--- config.mk ---
export PLATFORM = sky130hd
export DESIGN_NAME = prevword_serializer
export DESIGN_NICKNAME = d
export VERILOG_FILES = /design/src/rtl/prevword_pkg.sv /design/src/rtl/pws_edge.sv /design/src/rtl/pws_shift.sv /design/src/rtl/prevword_serializer.sv
export SDC_FILE = /design/constraint.sdc
export NUM_CORES = 1
export LEC_CHECK = 0
export BUFFER_PORTS_ARGS = -buffer_cell sky130_fd_sc_hd__buf_2
export CORE_ASPECT_RATIO = 0.8
export CORE_MARGIN = 4
export CORE_UTILIZATION = 40
export CTS_CLUSTER_DIAMETER = 100
export DETAILED_ROUTE_END_ITERATION = 8
export HOLD_SLACK_MARGIN = 0.03
export PLACE_DENSITY = 0.66
export SLEW_MARGIN = 20
export SYNTH_ARGS = -nofsm -noshare
export SYNTH_HDL_FRONTEND = slang
export SYNTH_SLANG_ARGS = --single-unit
--- constraint.sdc ---
create_clock -name clk -period 4 [get_ports clk]
set_input_delay 0.2 -clock clk [delete_from_list [all_inputs] [get_ports clk]]
set_output_delay 0.2 -clock clk [all_outputs]
set_load 0.02 [all_outputs]
--- src/rtl/prevword_pkg.sv ---
package prevword_pkg;
    // Index of each sampled level in the edge-detector bank
    localparam int unsigned EDGE_RD    = 0;
    localparam int unsigned EDGE_CONV  = 1;
    localparam int unsigned EDGE_LATCH = 2;
    localparam int unsigned EDGE_CNT   = 3;

    // Control state of the readout port
    typedef struct packed {
        logic armed;   // strobe seen, capture pending
        logic cmd;     // internal convert command
        logic err;     // ordering violation seen
    } ctl_t;
endpackage

--- src/rtl/pws_edge.sv ---
module pws_edge #(
    parameter logic IDLE = 1'b0
) (
    input  logic clk,
    input  logic rst_n,
    input  logic lvl,
    output logic rise,
    output logic fall
);
    logic prev_d, prev_q;

    always_comb begin
        prev_d = lvl;
    end

    always_ff @(posedge clk or negedge rst_n) begin
        if (!rst_n) prev_q <= IDLE;
        else        prev_q <= prev_d;
    end

    assign rise = lvl & ~prev_q;
    assign fall = ~lvl & prev_q;
endmodule

--- src/rtl/pws_shift.sv ---
module pws_shift #(
    parameter int unsigned WIDTH = 16
) (
    input  logic             clk,
    input  logic             rst_n,
    input  logic             load,
    input  logic             shift,
    input  logic [WIDTH-1:0] din,
    output logic             sout
);
    logic [WIDTH-1:0] sh_d, sh_q;

    always_comb begin
        sh_d = sh_q;
        if (load)       sh_d = din;
        else if (shift) sh_d = {sh_q[WIDTH-2:0], 1'b0};
    end

    always_ff @(posedge clk or negedge rst_n) begin
        if (!rst_n) sh_q <= '0;
        else        sh_q <= sh_d;
    end

    assign sout = sh_q[WIDTH-1];
endmodule

--- src/rtl/prevword_serializer.sv ---
module prevword_serializer #(
    parameter int unsigned W_WORD = 16
) (
    input  logic              clk,
    input  logic              rst_n,
    input  logic              rd_clk,
    input  logic              latch_n,
    input  logic              conv_clk,
    input  logic [W_WORD-1:0] sar_word,
    output logic              sdata,
    output logic              conv_cmd,
    output logic              seq_err
);
    import prevword_pkg::*;

    // Idle level of each sampled input after reset: strobe idles high
    localparam logic [EDGE_CNT-1:0] IDLE_LVL = 3'b100;

    logic [EDGE_CNT-1:0] lvl_vec;
    logic [EDGE_CNT-1:0] rise_vec;
    logic [EDGE_CNT-1:0] fall_vec;

    assign lvl_vec[EDGE_RD]    = rd_clk;
    assign lvl_vec[EDGE_CONV]  = conv_clk;
    assign lvl_vec[EDGE_LATCH] = latch_n;

    for (genvar g = 0; g < EDGE_CNT; g++) begin : g_edge
        pws_edge #(.IDLE(IDLE_LVL[g])) u_edge (
            .clk  (clk),
            .rst_n(rst_n),
            .lvl  (lvl_vec[g]),
            .rise (rise_vec[g]),
            .fall (fall_vec[g])
        );
    end

    logic rd_rise, rd_fall, cv_rise, strobe;
    assign rd_rise = rise_vec[EDGE_RD];
    assign rd_fall = fall_vec[EDGE_RD];
    assign cv_rise = rise_vec[EDGE_CONV];
    assign strobe  = fall_vec[EDGE_LATCH];

    ctl_t ctl_d, ctl_q;
    logic load;

    always_comb begin
        ctl_d = ctl_q;
        load  = ctl_q.armed && rd_rise && !strobe;

        // capture arming
        if (strobe)    ctl_d.armed = 1'b1;
        else if (load) ctl_d.armed = 1'b0;

        // convert command: set by strobe, dropped on first readout fall
        if (strobe)                    ctl_d.cmd = 1'b1;
        else if (ctl_q.cmd && rd_fall) ctl_d.cmd = 1'b0;

        // ordering violation: conversion clock beats the capture edge
        if (strobe)                                 ctl_d.err = 1'b0;
        else if (ctl_q.armed && cv_rise && !rd_rise) ctl_d.err = 1'b1;
    end

    always_ff @(posedge clk or negedge rst_n) begin
        if (!rst_n) ctl_q <= '0;
        else        ctl_q <= ctl_d;
    end

    pws_shift #(.WIDTH(W_WORD)) u_shift (
        .clk  (clk),
        .rst_n(rst_n),
        .load (load),
        .shift(rd_fall),
        .din  (sar_word),
        .sout (sdata)
    );

    assign conv_cmd = ctl_q.cmd;
    assign seq_err  = ctl_q.err;
endmodule

==> results.cfg <==
[die]
initial_core_util_pct = 42.7
die_w_um = 62.1
die-area_mm2 = 0.00319
dieHeight_um = 51.3
pin_count = 24
design.core.area_mm2 = 0.00220
rows = 15

[global_route]
grt_max_degree = 23
antenna_found_initial = 0
grt_pass1_vias = 675
grt_overflow = 0
grt_pass1_wl_um = 3210
grt_use_total_pct = 12.6

[clocking]
cts_tree = built
ctsResizeCount = 0
cts.path.max_buffers = 2
clock_latency_ps = 310
cts.htree.levels = 1
cts-root-buf = clkbuf_4
cts_buffers = 3
clock_sinks = 22
clkSlewWorstSetupHoldPaths_ps = 120
post_cts_buffers = 0

[worst_setup_path]
critPathArrivalTime_ps = 2530
r2r_slack_ps = 1850
crit_cells = 5
worstRegToRegCells = 3
cp-end-kind = register
crit_buf_inv = 2
cp.required_ps = 4200
crit_slowest_cell = nor2b_1
critical_path_class = input pin to register
crit_chain = dlygate4sd3_1, buf_2, nor2b_1, a21oi_1, a221o_1
cp_top_family = compound AO/OA/AOI/OAI gates
critPathMaxFanout = 18
cp-start-kind = input pin
crit_start = rd_clk
r2r-start = g_edge[0].u_edge.prev_q$_DFF_PN0_
cpPeakStageDelay_ps = 790

[final_layout]
nets = 121
ff_latch_area_um2 = 552
antenna_cells = 0
layout-drive-gt1-share_pct = 30.3
multi_input_area_um2 = 345
area_growth_pct = 18.8
fill_cells = 206

[yosys]
ys_types = 21
synth_edf_count = 0
yosys-top-cells-count = 21 x dfrtp_1, 13 x a221o_1, 13 x and2_1
syn_area_um2 = 937
synth_cells = 73
ys_seq_elements = 22
synth_most_common_cell = dfrtp_1
yosysSeqAreaShare_pct = 58.9
ys_warn_count = 0
synthesis.nets = 94
syn_avg_cell_area_um2 = 12.8
synth.area.top_cells = dfrtp_1 56%, a221o_1 14%, and2_1 8.7%, dfstp_2 2.8%, buf_6 2.4%
synth_top_area_share_pct = 56.1
yosysTopAreaCell = dfrtp_1
async_flop_share_pct = 100
ys.flop_type = dfrtp_1

[route]
vias_per_cell = 5.35
wire_per_inst_um = 15.3
firstDrtPassIters = 4
routed_wl_um = 1900
drtAntennaViolNets = 0
first_iter_violations = 29
vias = 664
drc = 0

[worst_hold_path]
hold_class = input pin to register
worstHoldPathCells = 2
worst_hold_startpoint = sar_word[13]

[power_and_ir_drop]
p_clk_share_pct = 21.5
ir_drop_v = 0.000258
leakage_nw = 0.536
switchingPower_mw = 0.130
seqPwrFrac_pct = 59.0
p_comb_share_pct = 19.5
power_density_mw_per_mm2 = 439
netSwitchingFraction_pct = 26.6
intPower_mw = 0.358

[sta]
hold_viol = 0
clock_skew_ps = 7.48
max_freq_mhz = 429
timing.max_slew.rel_slack_pct = 31.2
whs_ps = 109
setup_slack_ps = 1670
maxSlewViolCount = 0
min_period_ps = 2330
tns_ps = 0
tightest_slew_ps = 1030
setup_viol = 0
period_share_pct = 58.2
rsz0062_at_grt = no

[placed_design]
port-buffer-count = 23
dp_slack_ps = 1870
hpwl_um = 1270
gp_congestion = 0.661

[run]
maxCapViolations = 0

[status]
outcome = finished, final reports clean
[placed cells by master, fill, tap and decap left out, drive strengths merged]
cell         synthesis  final
nor2b                1      1
mux2i                1      1
and3b                1      1
nand2b               3      3
a221o               13     13
mux2                 2      2
dlygate4sd3          0      4
inv                  1      1
a21oi                1      1
dfrtp               21     21
nand3                2      2
clkbuf               1      4
dfstp                1      1
nand2                2      2
o21ai                3      3
and2                14     14
buf                  4     23
and4b                1      1
o21a                 1      1
[cell families after synthesis]
logic type / synth area share, %
flops: 58.9
simple gates: 16.6
buf+inv: 4.27
mux: 3.47
compound gates: 16.8
[what timing repair did]
item / 4_1_cts / 5_1_grt
setup endpoints to repair: 0 / 0
hold buffers: 3 / 1
endpoints found under the hold margin: 23 / 1
[worst reg2reg max path, delay by kind of cell, from the launching register on]
kind | cells | cell delay (ps)
AND/OR/NAND/NOR | 1 | 820
flip-flops | 1 | 360
AO/OA/AOI/OAI | 2 | 860
[stage by stage]
step	utilization (%)	total power [mW]	std cells	area, µm²
2_1_floorplan	-	0.353	73	937
3_3_place_gp	47.7	0.382	116	1050
3_5_place_dp	47.7	0.386	116	1050
4_1_cts	50.3	0.497	123	1100
5_1_grt	50.7	0.524	124	1110
6_report	50.7	0.488	124	1110
[power groups by stage]
stage,Combinational (mW),Sequential [mW],Clock [mW]
after floorplan,0.0607,0.292,0
final,0.0953,0.288,0.105
after detailed placement,0.0936,0.293,0
after CTS,0.0964,0.288,0.112
after global routing,0.107,0.294,0.124
after global placement,0.0902,0.292,0
[registers in the layout (all words and copies together), names as in the netlist]
| signal | cells |
|---|---|
| conv_cmd | 1 |
| ctl_q | 1 |
| g_edge.u_edge.prev_q | 3 |
| seq_err | 1 |
| u_shift.sh_q | 16 |
[worst paths after layout]
kind	endpoint
setup / recovery	u_shift.sh_q[7]$_DFFE_PN0P_
hold / removal	u_shift.sh_q[13]$_DFFE_PN0P_
setup reg to reg	u_shift.sh_q[7]$_DFFE_PN0P_
hold reg to reg	seq_err$_DFFE_PN0P_
max in group asynchronous	g_edge[2].u_edge.prev_q$_DFF_PN1_
min in group asynchronous	u_shift.sh_q[15]$_DFFE_PN0P_
[area by class of cell]
cell class                      instances  share of cell area (%)
Tap cell                               25                    2.81
Clock buffer                            4                    2.36
Sequential cell                        22                    49.6
Multi-Input combinational cell         45                    31.0
Timing Repair Buffer                   27                    13.9
Inverter                                1                   0.337
[routing by layer]
layer  track usage, %  up-vias  wire, µm
li1                 -      319         -
met1             17.6      325       970
met2             18.4       16       822
met3             3.96        4        77
met4             4.33        0        25
met5                0        -         0
No activity file was read; power rests on OpenSTA's default activity.
